File: src/rtl/attr_pkg.sv
package attr_pkg;
  localparam int          IDX_W    = 5;
  localparam int          BYTE_W   = 8;
  localparam int          VEN_BIT  = 5;
  localparam logic [4:0]  IDX_MODE = 5'h10;
  localparam logic [4:0]  IDX_OVSC = 5'h11;
  localparam logic [4:0]  IDX_CSEL = 5'h14;
  localparam int          MODE_BLINK_BIT = 3;
  localparam int          MODE_PAGE_BIT  = 7;
endpackage

File: src/rtl/attr_phase_ctl.sv
module attr_phase_ctl
  import attr_pkg::*;
(
  input  logic              clk,
  input  logic              rst_n,
  input  logic              wr_en,
  input  logic [BYTE_W-1:0] wr_data,
  input  logic              phase_rst,
  output logic              data_phase,
  output logic [IDX_W-1:0]  idx_q,
  output logic              video_en,
  output logic              data_wr
);
  logic             ph_q, ph_d;
  logic [IDX_W-1:0] idx_d;
  logic             ven_q, ven_d;
  logic             upd;

  always_comb begin
    ph_d    = ph_q;
    idx_d   = idx_q;
    ven_d   = ven_q;
    data_wr = 1'b0;
    if (phase_rst) begin
      ph_d = 1'b0;
    end else if (wr_en) begin
      ph_d = ~ph_q;
      if (!ph_q) begin
        idx_d = wr_data[IDX_W-1:0];
        ven_d = wr_data[VEN_BIT];
      end else begin
        data_wr = 1'b1;
      end
    end
  end

  assign upd = phase_rst | wr_en;

  always_ff @(posedge clk or negedge rst_n) begin
    if (!rst_n) begin
      ph_q  <= 1'b0;
      idx_q <= '0;
      ven_q <= 1'b0;
    end else if (upd) begin
      ph_q  <= ph_d;
      idx_q <= idx_d;
      ven_q <= ven_d;
    end
  end

  assign data_phase = ph_q;
  assign video_en   = ven_q;


  strobe_idx_chk: assert property (@(posedge clk) disable iff (!rst_n)
    phase_rst |=> !data_phase);


  strobe_hold_chk: assert property (@(posedge clk) disable iff (!rst_n)
    phase_rst |=> ($stable(idx_q) && $stable(video_en)));


  toggle_chk: assert property (@(posedge clk) disable iff (!rst_n)
    (wr_en && !phase_rst) |=> (data_phase != $past(data_phase)));
endmodule

File: src/rtl/attr_regfile.sv
module attr_regfile
  import attr_pkg::*;
#(
  parameter int ENTRIES = 16,
  parameter int PAL_W   = 6,
  parameter int CS_W    = 4
)(
  input  logic                     clk,
  input  logic                     rst_n,
  input  logic                     data_wr,
  input  logic [IDX_W-1:0]         idx,
  input  logic                     video_en,
  input  logic [BYTE_W-1:0]        wdata,
  output logic [ENTRIES*PAL_W-1:0] pal_flat,
  output logic [BYTE_W-1:0]        mode_q,
  output logic [BYTE_W-1:0]        ovsc_q,
  output logic [CS_W-1:0]          csel_q,
  output logic [BYTE_W-1:0]        rd_data
);
  localparam int SEL_W = $clog2(ENTRIES);

  logic [PAL_W-1:0] pal_q [ENTRIES];
  logic             is_pal, mode_we, ovsc_we, csel_we, rsv_wr;

  assign is_pal  = (int'(idx) < ENTRIES);
  assign mode_we = data_wr && (idx == IDX_MODE);
  assign ovsc_we = data_wr && (idx == IDX_OVSC);
  assign csel_we = data_wr && (idx == IDX_CSEL);
  assign rsv_wr  = data_wr && !is_pal && (idx != IDX_MODE) &&
                   (idx != IDX_OVSC) && (idx != IDX_CSEL);

  for (genvar i = 0; i < ENTRIES; i++) begin : g_pal
    logic ent_we;
    assign ent_we = data_wr && !video_en && (idx == IDX_W'(i));
    always_ff @(posedge clk or negedge rst_n) begin
      if (!rst_n)      pal_q[i] <= '0;
      else if (ent_we) pal_q[i] <= wdata[PAL_W-1:0];
    end
    assign pal_flat[i*PAL_W +: PAL_W] = pal_q[i];
  end

  always_ff @(posedge clk or negedge rst_n) begin
    if (!rst_n)       mode_q <= '0;
    else if (mode_we) mode_q <= wdata;
  end

  always_ff @(posedge clk or negedge rst_n) begin
    if (!rst_n)       ovsc_q <= '0;
    else if (ovsc_we) ovsc_q <= wdata;
  end

  always_ff @(posedge clk or negedge rst_n) begin
    if (!rst_n)       csel_q <= '0;
    else if (csel_we) csel_q <= wdata[CS_W-1:0];
  end

  always_comb begin
    rd_data = '0;
    if (is_pal)                rd_data[PAL_W-1:0] = pal_q[idx[SEL_W-1:0]];
    else if (idx == IDX_MODE)  rd_data = mode_q;
    else if (idx == IDX_OVSC)  rd_data = ovsc_q;
    else if (idx == IDX_CSEL)  rd_data[CS_W-1:0] = csel_q;
  end


  pal_lock_chk: assert property (@(posedge clk) disable iff (!rst_n)
    (data_wr && video_en && is_pal) |=> $stable(pal_flat));


  rsv_ignore_chk: assert property (@(posedge clk) disable iff (!rst_n)
    rsv_wr |=> ($stable(pal_flat) && $stable(mode_q) &&
                $stable(ovsc_q) && $stable(csel_q)));
endmodule

File: src/rtl/attr_pixmap.sv
module attr_pixmap
  import attr_pkg::*;
#(
  parameter int ENTRIES = 16,
  parameter int PAL_W   = 6,
  parameter int CS_W    = 4,
  parameter int PIX_W   = 4
)(
  input  logic                     clk,
  input  logic                     rst_n,
  input  logic [PIX_W-1:0]         pix_in,
  input  logic [ENTRIES*PAL_W-1:0] pal_flat,
  input  logic [BYTE_W-1:0]        mode_q,
  input  logic [BYTE_W-1:0]        ovsc_q,
  input  logic [CS_W-1:0]          csel_q,
  input  logic                     video_en,
  output logic [BYTE_W-1:0]        pix_out,
  output logic [CS_W-1:0]          page_num
);
  logic [PAL_W-1:0]  ent;
  logic [BYTE_W-1:0] pix_d;
  logic              paged;

  assign paged = mode_q[MODE_PAGE_BIT];
  assign ent   = pal_flat[int'(pix_in)*PAL_W +: PAL_W];

  always_comb begin
    if (!video_en)  pix_d = ovsc_q;
    else if (paged) pix_d = {csel_q[3:2], csel_q[1:0], ent[3:0]};
    else            pix_d = {csel_q[3:2], ent[5:0]};
  end

  always_comb begin
    if (paged) page_num = csel_q;
    else       page_num = {2'b00, csel_q[3:2]};
  end

  always_ff @(posedge clk or negedge rst_n) begin
    if (!rst_n) pix_out <= '0;
    else        pix_out <= pix_d;
  end


  blank_chk: assert property (@(posedge clk) disable iff (!rst_n)
    !video_en |=> (pix_out == $past(ovsc_q)));


  page_bits_chk: assert property (@(posedge clk) disable iff (!rst_n)
    (video_en && paged) |=> (pix_out[5:4] == $past(csel_q[1:0])));


  top_bits_chk: assert property (@(posedge clk) disable iff (!rst_n)
    video_en |=> (pix_out[7:6] == $past(csel_q[3:2])));
endmodule

File: src/rtl/attr_ctl_port.sv
module attr_ctl_port
  import attr_pkg::*;
#(
  parameter int ENTRIES = 16,
  parameter int PAL_W   = 6,
  parameter int CS_W    = 4,
  parameter int PIX_W   = 4
)(
  input  logic        clk,
  input  logic        rst_n,
  input  logic        wr_en,
  input  logic [7:0]  wr_data,
  input  logic        phase_rst,
  output logic [7:0]  rd_data,
  input  logic [3:0]  pix_in,
  output logic [7:0]  pix_out,
  output logic [3:0]  page_num,
  output logic        blink_en
);
  logic [1:0]               rst_sync;
  logic                     core_rst_n;
  logic                     data_phase, video_en, data_wr;
  logic [IDX_W-1:0]         idx_q;
  logic [ENTRIES*PAL_W-1:0] pal_flat;
  logic [BYTE_W-1:0]        mode_q, ovsc_q;
  logic [CS_W-1:0]          csel_q;

  always_ff @(posedge clk or negedge rst_n) begin
    if (!rst_n) rst_sync <= 2'b00;
    else        rst_sync <= {rst_sync[0], 1'b1};
  end
  assign core_rst_n = rst_sync[1];

  attr_phase_ctl u_phase (
    .clk(clk), .rst_n(core_rst_n), .wr_en(wr_en), .wr_data(wr_data),
    .phase_rst(phase_rst), .data_phase(data_phase), .idx_q(idx_q),
    .video_en(video_en), .data_wr(data_wr)
  );

  attr_regfile #(.ENTRIES(ENTRIES), .PAL_W(PAL_W), .CS_W(CS_W)) u_regs (
    .clk(clk), .rst_n(core_rst_n), .data_wr(data_wr), .idx(idx_q),
    .video_en(video_en), .wdata(wr_data), .pal_flat(pal_flat),
    .mode_q(mode_q), .ovsc_q(ovsc_q), .csel_q(csel_q), .rd_data(rd_data)
  );

  attr_pixmap #(.ENTRIES(ENTRIES), .PAL_W(PAL_W), .CS_W(CS_W), .PIX_W(PIX_W)) u_pix (
    .clk(clk), .rst_n(core_rst_n), .pix_in(pix_in), .pal_flat(pal_flat),
    .mode_q(mode_q), .ovsc_q(ovsc_q), .csel_q(csel_q), .video_en(video_en),
    .pix_out(pix_out), .page_num(page_num)
  );

  assign blink_en = mode_q[MODE_BLINK_BIT];


  blink_follow_chk: assert property (@(posedge clk) disable iff (!core_rst_n)
    (data_wr && idx_q == IDX_MODE) |=> (blink_en == $past(wr_data[3])));


  rd_nochange_chk: assert property (@(posedge clk) disable iff (!core_rst_n)
    (!wr_en && !phase_rst) |=> $stable(rd_data));
endmodule

File: config.mk
export PLATFORM = sky130hd
export DESIGN_NAME = attr_ctl_port
export DESIGN_NICKNAME = d
export VERILOG_FILES = /design/src/rtl/attr_pkg.sv /design/src/rtl/attr_phase_ctl.sv /design/src/rtl/attr_regfile.sv /design/src/rtl/attr_pixmap.sv /design/src/rtl/attr_ctl_port.sv
export SDC_FILE = /design/constraint.sdc
export NUM_CORES = 1
export LEC_CHECK = 0
export ABC_AREA = 1
export BUFFER_PORTS_ARGS = -buffer_cell sky130_fd_sc_hd__buf_2
export CORE_AREA = 2 2 128 130
export DETAILED_ROUTE_END_ITERATION = 8
export DIE_AREA = 0 0 130 132
export SETUP_SLACK_MARGIN = 0.1
export SLEW_MARGIN = 20
export SYNTH_ARGS = -nofsm -noshare
export SYNTH_HDL_FRONTEND = slang
export SYNTH_SLANG_ARGS = --single-unit
File: constraint.sdc
create_clock -name clk -period 5.7 [get_ports clk]
set_input_delay 0.57 -clock clk [delete_from_list [all_inputs] [get_ports clk]]
set_output_delay 0.57 -clock clk [all_outputs]
set_load 0.01 [all_outputs]
==> results, run 1 <==
- The flow ran to the end, and the final reports show no timing, DRC or antenna violations.
- In the final timing run, aggregate negative setup slack is 0 ps.
- After clock tree synthesis, the clock-pin slew on the worst setup and hold paths is 50 ps.
- The die extent in y is 132 um.
- The post-detailed-placement cell area is 7152 um^2.
- The routed layout has 6,288 vias.
- In this run, placement finished with an instance count of 1,134.
- The maximum clock insertion buffer count is 2.
- The largest clock skew in the final design is 7.893 ps.
- The overall track demand over capacity in global routing is 0.2643.
- The measured slew at the worst slew-check pin is 1085 ps.
- The critical path ends at rd_data[1].
- The max-slew violation total from the final report is 0.
- The share of the Yosys chip area taken by registers is 0.4808.
- Averaged over all synthesized cells, the footprint is 7.436 um^2.
- For the finished layout, the period the worst path requires is 3224 ps.
- CTS saw 133 sinks.
- The number of nets in the final layout is 954.
- TritonCTS created 17 clock buffers.
- The first TritonRoute pass finished after 8 iterations.
- The maximum vdd drop is 221.3 uV.
- The number of standard cells in the final layout excluding fillers is 1,166.
- Traced cell by cell, the critical path runs through nand2_2, inv_1, a22oi_1, nand2_1, nand2_1, nand3_1, nor2_1, nor2_1, buf_2.
- The I/O pin count is 37.
- The largest net degree at the start of global routing is 71.
- Setup repair after global routing left no endpoint under its margin.
- After detailed routing, the number of vias per cell comes to 5.393.
- The number of levels in the clock H-tree is 4.
- The final worst-path setup slack is 2476 ps.
- Prior to clock tree synthesis, the placed netlist has a worst setup slack of 2634 ps.
- The worst flop-to-flop path endpoint is u_regs.pal_flat[24].
- In this run, distinct cell masters in the synthesized netlist total 28.
- The clock tree root buffer cell is clkbuf_16.
- For this configuration, the core starts out at a cell density of 0.4406.
- The synthesized net count is 947.
- Among cell families on the critical path, the largest total delay comes from buffers and inverters.
- The full die area is 17,160 um^2.
- In this run the core area contains 46 standard-cell rows.
- The post-cts repair resize count is 0.
- The worst setup path is captured at an output port.
- For this run, the leading register cell type out of synthesis is dfrtp_1.
- Detailed placement ended at an HPWL of 14,410 um.
- Counting flops with an async set or reset pin after synthesis yields a share of 1.000.
- The cell count along the critical path is 9.
- The number of enable-type register cells in the synthesized netlist is 0.
- Sorting the synthesized cells by area gives the leading types as dfrtp_1 48%, nand2_1 18%, o21ai_0 6.2%.
- Counting cells, the worst reg-to-reg path comes to 6.
- After clock tree synthesis, the flow added hold-fix buffers numbering 1.
- In the final layout, the share of cells above drive strength 1 is 0.09684.
- The start point of the critical path is u_phase.idx_q[0].
- The min-delay analysis places its worst path in the category reg -> reg.
- STA puts the critical path data required time at 5130 ps.
- For this run, the number of Yosys warnings is 0.
- The number of port buffers is 36.
- The initial antenna violation count is 0.
- Setup violations remaining at the end of the flow were counted as 0.
- The largest single stage delay on the critical path is 610 ps.
- Summed over all cells, the static leakage comes to 3.666 nW.
- The post-synthesis cell area is 6923 um^2.
- In this run the standard cell core region covers 15,710 um^2.
- Counting instances in the post-synthesis netlist gives the leading cell types as 332 x nand2_1, 133 x dfrtp_1, 86 x o21ai_0.
- The type of the worst setup path is reg -> out.
- For this block, the routed nets add up to 21,680 um of wire.
- The count of unresolved DRC violations after routing is 0.
- Global routing finished with a remaining overflow of 0.
- Of all nets on the critical path, the largest fanout is 16.
- The count of nets left with antenna violations once routing finished came out at 0.
- The ratio of total power to cell area is 352.8 nW/um^2.
- The reg-to-reg critical path startpoint is u_phase.idx_q[0].
- The highest-delay cell along the critical path is inv_1.
- TritonCTS built the clock tree.
- The routed wire length per instance is 18.59 um.
- The post-CTS setup-driven buffer insertion count is 0.
- The final weighted congestion in routability-driven placement is 0.9160.
- The most numerous cell in the Yosys netlist is nand2_1.
- The tool flagged a number of max-cap violations equal to 0.
- Derived from the worst setup path, the maximum achievable clock frequency is 310.2 MHz.
- In this run, the number of DRC markers left after iteration 0 of detailed routing was 853.
- The area share of the leading cell type in the synthesized netlist is 0.4808.
- The post-route cell area is 7730 um^2.
- The startpoint class of the critical path is a flip-flop.
- The critical path contains buffers and inverters numbering 2 combined.
- The final-report hold violation count is 0.
- The flop-to-flop setup slack is 3090 ps.
- The final worst-path cycle share is 0.5655.
- The normalized max-slew margin is 0.2724.
- Data on the critical path arrives at its endpoint at 2650 ps.
- The antenna diode count is 0.
- The total power is 2.727 mW.
- The cell type contributing the most total cell area after synthesis is dfrtp_1.
- The first-pass GRT wire length is 34,250 um.
- The register bit total from synthesis is 133.
- The via count of the first global-routing pass is 5,936.
- The die is 130 um wide.
- The later pin in the worst-skew pair is clocked with a latency of 430 ps.
- The cell count after synthesis came out at 931.
- Relative to the synthesized area, the layout overhead comes to 11.66%.
==> per-stage QoR <==
stage | utilization | hold WS, ps
2_1_floorplan | - | 274.4
3_3_place_gp | 0.4552 | 335.2
3_5_place_dp | 0.4552 | 338.7
4_1_cts | 0.4920 | 352.0
5_1_grt | 0.4920 | 367.0
6_report | 0.4920 | 349.0
==> cell type report <==
cell class / count / area, um^2
sequential: 133 / 3332
tap: 216 / 270.3
fill: 1537 / 7983
multi-input combinational: 670 / 3062
clock inverter: 9 / 103.9
timing repair buffer: 40 / 212.7
inverter: 76 / 285.3
clock buffer: 22 / 464.2
==> how the worst min path moves through the flow <==
| stage | start | to | slack, ps | cells after the start |
|---|---|---|---|---|
| after floorplan | rst_n | rst_sync[0] | 270 | 0 |
| after detailed placement | rst_sync[0] | rst_sync[1] | 340 | 0 |
| after global routing | rst_sync[0] | rst_sync[1] | 370 | 0 |
| after CTS | rst_sync[0] | rst_sync[1] | 350 | 0 |
| after global placement | rst_sync[0] | rst_sync[1] | 340 | 0 |
| final | rst_sync[0] | rst_sync[1] | 350 | 0 |
==> flip-flops by register name (all words and copies together), names as in the netlist <==
signal,cells
u_regs.mode_q,8
rst_sync,2
u_regs.csel_q,4
u_regs.ovsc_q,8
u_phase.data_phase,1
u_regs.pal_flat,96
u_pix.pix_out,8
u_phase.video_en,1
u_phase.idx_q,5
==> cell usage in the layout, fill, tap and decap left out <==
| cell | netlist | routed |
|---|---|---|
| o21ai_1 | 62 | 62 |
| clkbuf_16 | 0 | 17 |
| nand2_2 | 2 | 2 |
| nor2_2 | 3 | 3 |
| nand2_1 | 332 | 332 |
| nand2_4 | 3 | 3 |
| nand3_2 | 1 | 1 |
| clkbuf_8 | 0 | 2 |
| o22ai_1 | 1 | 1 |
| clkinvlp_4 | 0 | 2 |
| a22oi_1 | 18 | 18 |
| dlygate4sd3_1 | 0 | 1 |
| buf_4 | 1 | 3 |
| nor3_4 | 3 | 3 |
| nand4_1 | 9 | 9 |
| conb_1 | 1 | 1 |
| dfrtp_4 | 0 | 1 |
| inv_1 | 67 | 67 |
| buf_2 | 21 | 36 |
| clkinv_2 | 0 | 4 |
| clkbuf_1 | 26 | 3 |
| dfrtp_1 | 133 | 132 |
| nor2_1 | 36 | 36 |
| a21oi_1 | 32 | 32 |
| clkinv_4 | 0 | 1 |
| bufinv_16 | 0 | 2 |
| o21ai_0 | 86 | 86 |
| nand3_1 | 70 | 70 |
| clkinv_1 | 3 | 3 |
| and3_2 | 1 | 1 |
| nor2_4 | 5 | 5 |
| inv_2 | 6 | 6 |
| a211oi_1 | 3 | 3 |
| a22o_1 | 2 | 2 |
==> layer usage <==
metal	part of all wire	vias up	routed length (um)	GRT usage
met1	0.44	2940	9599	0.3751
li1	-	3039	-	-
met4	0.031	0	680	0.09677
met3	0.073	47	1581	0.05682
met5	0	-	0	0
met2	0.45	262	9819	0.3979
==> worst reg2reg max path, stage by stage (launching register included) <==
cell and delay [ps]:
dfrtp_1 470, nor2_4 610, inv_1 200, nor2_1 470
nand2_1 480, nand2_1 160, o21ai_1 70
==> kinds of logic (layout without fill, tap and decap cells) <==
| group | after synthesis | count (layout) | synth area share |
|---|---|---|---|
| AOI/OAI and AO/OA | 204 | 204 | 0.1563 |
| buffers and inverters | 128 | 147 | 0.07699 |
| DFF | 133 | 133 | 0.4808 |
| other | 1 | 1 | 0.0005417 |
| and+or+nand+nor | 465 | 465 | 0.2854 |
==> where the power goes <==
group          switching [mW]  internal (mW)  total (mW)  leakage, nW
Clock                   0.415          0.661        1.08        0.276
Sequential              0.114           1.06        1.17         1.73
Combinational           0.333          0.149       0.482         1.66
No activity file was read; power rests on OpenSTA's default activity.
==> inputs of run 2 (changes only) <==
clock period = 2.9 ns   (was 5.7 ns; I/O delays follow)
==> results, run 2 (synthesis gave the netlist of run 1 again) <==
- The overflow left after global routing is 0 (unchanged).
- The type of the worst setup path is reg -> out (unchanged).
- The normalized max-slew margin is 0.4353 (was 0.2724).
- The final hold slack is 127.7 ps (was 349.0 ps).
- Leading cell types in the layout, fill and taps excluded: 332 x nand2_1, 132 x dfrtp_1, 85 x o21ai_0 (was 332 x nand2_1, 132 x dfrtp_1, 86 x o21ai_0).
- The number of clock sinks is 133 (unchanged).
- The maximum fanout along the worst path is 19 (was 16).
- The CTS tree is built (unchanged).
- The class of the most critical hold timing path is in -> reg (was reg -> reg).
- The total number of vias is 6,316 (was 6,288).
- The count of unresolved DRC violations after routing is 0 (unchanged).
- The category of the worst setup path capture point is an output port (unchanged).
- The routed wire length per instance is 18.32 um (was 18.59 um).
- The residual antenna-violating net count after detailed routing was 0 (unchanged).
- The largest clock skew in the final design came to 8.637 ps (was 7.893 ps).
- The number of fill cells in the layout is 1,513 (was 1,537).
- The routed via count divided by cell count came to 5.366 (was 5.393).
- The startpoint class of the critical path was a flip-flop (unchanged).
- Counting I/O delays and the setup requirement, the final critical path takes 2639 ps.
- The first-pass GRT wire length is 33,710 um (was 34,250 um).
- The maximum vdd drop is 540.6 uV (was 221.3 uV).
- The first-pass iteration count of the detailed router is 5 (was 8).
- The TritonCTS buffer count is 17 (unchanged).
- The full die area was 17,160 um^2 (unchanged).
- The number of nets in the final layout is 965 (was 954).
- The arrival time of the worst setup path is 2350 ps (was 2650 ps).
- The starting utilization of the core area is 0.4406 (unchanged).
- The flip-flop count of the largest register, all copies and words added came to 96 (unchanged).
- The area growth from synthesis to final layout is 14.73% (was 11.66%).
- The final worst-path cycle share is 0.9100.
- The overall track demand over capacity in global routing is 0.2613 (was 0.2643).
- The clock tree root buffer cell is clkbuf_16 (unchanged).
- The instance count after placement with tap cells included is 1,144 (was 1,134).
- The max-slew violation total from the final report came to 0 (unchanged).
- The most frequent standard cell in the layout excluding fill and tap cells is nand2_1 (unchanged).
- The via count of the first global-routing pass is 5,815 (was 5,936).
- The static power due to leakage was 3.765 nW (was 3.666 nW).
- The sum of negative setup slack was 0 ps (unchanged).
- The achievable clock frequency is 378.9 MHz.
- The standard-cell row count is 46 (unchanged).
- The count of final setup violators is 0 (unchanged).
- The ratio of total power to cell area was 711.6 nW/um^2 (was 352.8 nW/um^2).
- The aggregate routed wire length is 21,570 um (was 21,680 um).
- The I/O pin count is 37 (unchanged).
- The first-iteration detailed-routing DRC count was 696 (was 853).
- The clock latency of the later-clocked register in the worst-skew pair is 430 ps (about the same).
- Setup repair after global routing missed its margin: false (unchanged).
- The worst reg-to-reg path cell count was 7 (was 6).
- The die extent in y came to 132 um (unchanged).
- The antenna diode count came to 0 (unchanged).
- The final-report hold violation count is 0 (unchanged).
- The number of levels in the clock H-tree is 4 (unchanged).
- The worst path required time is 2610 ps (was 5130 ps).
- The share of final-layout standard cells stronger than drive strength 1 is 0.1113 (was 0.09684).
- The number of instances on the worst hold path came to 3 (was 0).
- Status: complete, no violations (unchanged).
- The clock slew seen by the registers of the worst setup and hold paths was 60 ps (was 50 ps).
- The detailed placement HPWL is 15,070 um (was 14,410 um).
- The maximum clock insertion buffer count came to 2 (unchanged).
- The initial antenna violation count is 0 (unchanged).
- The largest net degree at the start of global routing was 47 (was 71).
- The number of port buffers came to 36 (unchanged).
- The core box area was 15,710 um^2 (unchanged).
- The max-cap violation count is 0 (unchanged).
- The die boundary width is 130 um (unchanged).
- The final weighted congestion in routability-driven placement is 0.9361 (was 0.9160).
- The number of standard cells in the final layout excluding fillers was 1,177 (was 1,166).
- The measured slew at the worst slew-check pin is 846.1 ps (was 1085 ps).
-- run 2: changes by cell type in the layout (fill, tap and decap cells not counted), sizes merged --
cell and change:
clkbuf -3, bufinv +3, clkinv -1, buf +11
clkinvlp +1
-- run 2: routing by layer --
layer / GRT usage / part of all wire / vias to the layer above
met2: 0.3965 / 0.46 / 253
met5: 0 / 0 / -
met3: 0.06291 / 0.072 / 35
met4: 0.07885 / 0.021 / 0
li1: - / - / 3052
met1: 0.3710 / 0.45 / 2976
-- run 2: what timing repair did --
item | CTS | global route
hold endpoints to repair | 2 | 0
hold buffers | 1 | 0
setup endpoints to repair | 0 | 6
gates resized for setup | 0 | 4
setup buffers | 0 | 1
-- run 2: critical path, stage by stage (launching register included) --
cell and delay, ps:
dfrtp_1 450, inv_2 60, nand2_1 280, inv_4 180, nand3_1 220, inv_2 120, a211oi_1 340, nor2_1 110
buf_2 150
-- run 2: report_power, final --
part | switching [mW] | total (mW) | internal (mW) | leakage [nW]
Combinational | 0.649 | 0.969 | 0.320 | 1.72
Sequential | 0.215 | 2.29 | 2.07 | 1.73
Clock | 0.825 | 2.39 | 1.57 | 0.315
-- run 2: final timing paths --
check	start	endpoint	slack (ps)
max	u_phase.idx_q[1]	rd_data[2]	260
min	wr_data[7]	u_regs.mode_q[7]	130
max reg2reg	u_phase.idx_q[0]	u_regs.pal_flat[73]	800
min reg2reg	rst_sync[1]	u_regs.pal_flat[86]	340
max in group asynchronous	rst_sync[1]	u_regs.pal_flat[19]	1900
min in group asynchronous	rst_n	rst_sync[1]	180
-- run 2: metrics by stage --
step	instance area (um^2)	utilization	total power, mW	setup slack [ps]
2_1_floorplan	6924	-	2.896	687.4
3_3_place_gp	7252	0.4615	3.249	653.0
3_5_place_dp	7252	0.4615	3.260	642.3
4_1_cts	7916	0.5038	5.658	183.6
5_1_grt	7943	0.5055	5.903	134.7
6_report	7943	0.5055	5.652	261.1
-- run 2: final cells by class --
class                   count  area, um^2  area share
inverters                  76       291.5     0.03670
well taps                 216       270.3     0.03403
clock inverters            12       201.4     0.02536
clock buffers              19       452.9     0.05703
flip-flops and latches    133        3332      0.4195
multi-input cells         670        3062      0.3855
repair buffers             51       332.8     0.04190
==> inputs of run 3 (changes only) <==
CORE_AREA = 2 2 130 132   (was 2 2 128 130)
DIE_AREA = 0 0 132 134   (was 0 0 130 132)
SYNTH_HIERARCHICAL = 1   (was not set)
==> results, run 3 <==
- The count of distinct cell types in the synthesized netlist is 27 (was 28).
- The TritonCTS buffer count came to 17 (unchanged).
- The number of instances on the worst hold path came to 3 (unchanged).
- The first-pass GRT wire length was 34,440 um (was 33,710 um).
- Setup repair after global routing missed its margin: false (unchanged).
- The measured slew at the worst slew-check pin was 987.9 ps (was 846.1 ps).
- The full die area was 17,690 um^2 (was 17,160 um^2).
- The most common flop cell mapped by yosys is dfrtp_1 (unchanged).
- The final hold slack is 108.2 ps (was 127.7 ps).
- The aggregate routed wire length is 21,800 um (was 21,570 um).
- The largest net degree at the start of global routing was 76 (was 47).
- The maximum fanout along the worst path is 37 (was 19).
- The internal power consumption was 3.824 mW (was 3.962 mW).
- The routed wire length per instance is 16.94 um (was 18.32 um).
- The clock latency of the later-clocked register in the worst-skew pair is 430 ps (about the same).
- The switching power total was 1.582 mW (was 1.690 mW).
- The arrival time of the worst setup path is 2370 ps (was 2350 ps).
- The origin of the worst min-delay path is wr_data[2] (was wr_data[7]).
- The number of nets in the final layout was 1,070 (was 965).
- The worst path required time is 2610 ps (about the same).
- The count of unresolved DRC violations after routing is 0 (unchanged).
- The largest clock skew in the final design was 13.16 ps (was 8.637 ps).
- The mean instance size in the synthesized netlist is 6.916 um^2 (was 7.436 um^2).
- The final worst-path cycle share was 0.9185 (was 0.9100).
- The clock share of power came to 0.430 (was 0.423).
- The category of the worst setup path capture point is an output port (unchanged).
- The achievable clock frequency is 375.4 MHz (was 378.9 MHz).
- The max-cap violation count is 0 (unchanged).
- The final weighted congestion in routability-driven placement is 0.9201 (was 0.9361).
- Leading cell types in the layout, fill and taps excluded: 549 x nand2_1, 131 x dfrtp_1, 117 x o21ai_1 (was 332 x nand2_1, 132 x dfrtp_1, 85 x o21ai_0).
- The post-route cell area is 8145 um^2 (was 7943 um^2).
- The flip-flop count of the largest register, all copies and words added is 96 (unchanged).
- The final-report hold violation count is 0 (unchanged).
- The number of clock sinks is 133 (unchanged).
- The max-slew violation total from the final report was 0 (unchanged).
- The standard-cell row count came to 47 (was 46).
- The overflow left after global routing is 0 (unchanged).
- Status: complete, no violations (unchanged).
- The count of final setup violators is 0 (unchanged).
- The overall track demand over capacity in global routing is 0.2556 (was 0.2613).
- The share of final-layout standard cells stronger than drive strength 1 is 0.09747 (was 0.1113).
- The startpoint class of the critical path is a flip-flop (unchanged).
- The switching share of total power is 0.2926 (was 0.2990).
- The first-iteration detailed-routing DRC count is 651 (was 696).
- The via count of the first global-routing pass is 6,063 (was 5,815).
- The ratio of total power to cell area is 663.6 nW/um^2 (was 711.6 nW/um^2).
- The worst reg-to-reg path cell count is 7 (unchanged).
- The synthesized net count is 1,063 (was 947).
- The area growth from synthesis to final layout is 12.49% (was 14.73%).
- The antenna diode count came to 0 (unchanged).
- The clock tree root buffer cell was clkbuf_16 (unchanged).
- The normalized max-slew margin is 0.3407 (was 0.4353).
- List of most frequent post-synthesis cells: 549 x nand2_1, 133 x dfrtp_1, 117 x o21ai_1 (was 332 x nand2_1, 133 x dfrtp_1, 86 x o21ai_0).
- The static power due to leakage was 4.132 nW (was 3.765 nW).
- The most numerous cell in the Yosys netlist is nand2_1 (unchanged).
- The starting utilization of the core area is 0.4445 (was 0.4406).
- The number of instances in the synthesized netlist is 1,047 (was 931).
- The hold path endpoint is u_phase/idx_q[2] (was u_regs.mode_q[7]).
- The final worst-path setup slack is 236.3 ps (was 261.1 ps).
- The fraction of power consumed by combinational cells is 0.156 (was 0.171).
- The total power is 5.405 mW (was 5.652 mW).
- The async set-or-reset flop fraction in the synthesized netlist came to 1.000 (unchanged).
- The number of enable-type register cells in the synthesized netlist was 0 (unchanged).
- The post-synthesis cell area was 7241 um^2 (was 6923 um^2).
- The I/O pin count was 37 (unchanged).
- The flop-to-flop setup slack is 830 ps (was 800 ps).
- The post-detailed-placement cell area is 7500 um^2 (was 7252 um^2).
- The register bit total from synthesis is 133 (unchanged).
- The worst flop-to-flop path endpoint is u_regs/pal_flat[24] (was u_regs.pal_flat[73]).
- The total number of vias is 6,763 (was 6,316).
- The first-pass iteration count of the detailed router was 5 (unchanged).
- The routed via count divided by cell count was 5.255 (was 5.366).
- The sum of negative setup slack is 0 ps (unchanged).
- The share of total power in sequential cells is 0.413 (was 0.405).
- The number of levels in the clock H-tree was 4 (unchanged).
- The residual antenna-violating net count after detailed routing is 0 (unchanged).
- The count of synthesis-stage warnings from yosys is 6 (was 0).
- The area share of the leading cell type in the synthesized netlist came to 0.4597 (was 0.4808).
- The die extent in y was 134 um (was 132 um).
- The maximum clock insertion buffer count is 2 (unchanged).
- The post-cts repair resize count came to 0 (unchanged).
- The most frequent standard cell in the layout excluding fill and tap cells is nand2_1 (unchanged).
- The pre-CTS worst setup slack was 763.0 ps (was 642.3 ps).
- The detailed placement HPWL was 14,480 um (was 15,070 um).
- The initial antenna violation count is 0 (unchanged).
- The CTS tree is built (unchanged).
- The cell type contributing the most total cell area after synthesis is dfrtp_1 (unchanged).
- The clock period minus worst slack is 2664 ps (was 2639 ps).
- The die boundary width is 132 um (was 130 um).
- The post-CTS setup-driven buffer insertion count is 0 (unchanged).
- The type of the worst setup path was reg -> out (unchanged).
- The clock slew seen by the registers of the worst setup and hold paths was 60 ps (about the same).
- The number of buffers inserted by hold repair at cts came to 1 (unchanged).
- The reg-to-reg critical path startpoint is u_phase/idx_q[0] (was u_phase.idx_q[0]).
- The core box area is 16,290 um^2 (was 15,710 um^2).
- The number of port buffers is 36 (unchanged).
- The proportion of synthesized chip area in sequential cells came to 0.4597 (was 0.4808).
- The maximum vdd drop is 428.1 uV (was 540.6 uV).
- Biggest area contributors in the synthesized netlist: dfrtp_1 46%, nand2_1 28%, o21ai_1 8.1% (was dfrtp_1 48%, nand2_1 18%, o21ai_0 6.2%).
- The class of the most critical hold timing path was in -> reg (unchanged).
[run 3: cell types whose count changed in the layout (fill, tap and decap cells not counted), sizes merged, moves of 5 or more]
cell	delta
nand3	-7
clkbuf	+5
nor2	-31
a22oi	-18
o21ai	-23
nand2	+217
nand4	-8
inv	-19
[run 3: per-stage QoR]
step	utilization	instances
floorplan	-	1047
global route	0.5000	1287
detailed placement	0.4604	1254
finish	0.5000	1287
CTS	0.5000	1287
global placement	0.4604	1254
[run 3: how the worst max path moves through the flow]
stage                           from                  to  slack, ps  cells past startpoint
floorplan                rst_sync[1]  u_phase/data_phase        690                      0
global placement    u_phase/idx_q[0]          rd_data[1]        780                     10
detailed placement  u_phase/idx_q[0]          rd_data[1]        760                     10
CTS                 u_phase/idx_q[0]          rd_data[1]        300                     10
global route        u_phase/idx_q[0]          rd_data[2]        150                     10
finish              u_phase/idx_q[0]          rd_data[1]        240                     10
[run 3: area by class of cell]
cell class                      instances  area, um^2
Sequential cell                       133        3333
Fill cell                            1647        8144
Clock inverter                          8       143.9
Clock buffer                           24       491.7
Timing Repair Buffer                   49       305.3
Multi-Input combinational cell        799        3393
Tap cell                              220       275.3
Inverter                               54       202.7
[run 3: cell families (layout without fill, tap and decap cells)]
| group | after synthesis | after routing | synth area share |
|---|---|---|---|
| buffers and inverters | 115 | 135 | 0.07171 |
| other | 1 | 1 | 0.0005179 |
| and+or+nand+nor | 639 | 639 | 0.3558 |
| AOI/OAI and AO/OA | 159 | 159 | 0.1123 |
| DFF | 133 | 133 | 0.4597 |
[run 3: power by group through the flow]
stage	sequential, mW	combinational, mW	clock [mW]
after floorplan	2.21	0.585	0
after global placement	2.26	0.828	0
after detailed placement	2.26	0.834	0
after CTS	2.23	0.837	2.36
after global routing	2.26	0.943	2.45
final	2.23	0.845	2.33
[run 3: routing by layer]
metal / GRT usage / up-vias / routed length [um]
met5: 0 / - / 0
met3: 0.04649 / 34 / 1111
met2: 0.3655 / 201 / 9392
met4: 0.09541 / 0 / 519
met1: 0.3853 / 3211 / 10780
li1: - / 3317 / -
[run 3: worst max-delay path, cell delays in order (launching register included)]
cell,delay (ps)
dfrtp_2,570
buf_4,450
nand2_1,100
nand2_1,90
nand2_1,50
nand2_1,80
nand2_1,70
nand2_1,120
o21ai_0,160
nand2_1,100
buf_2,130
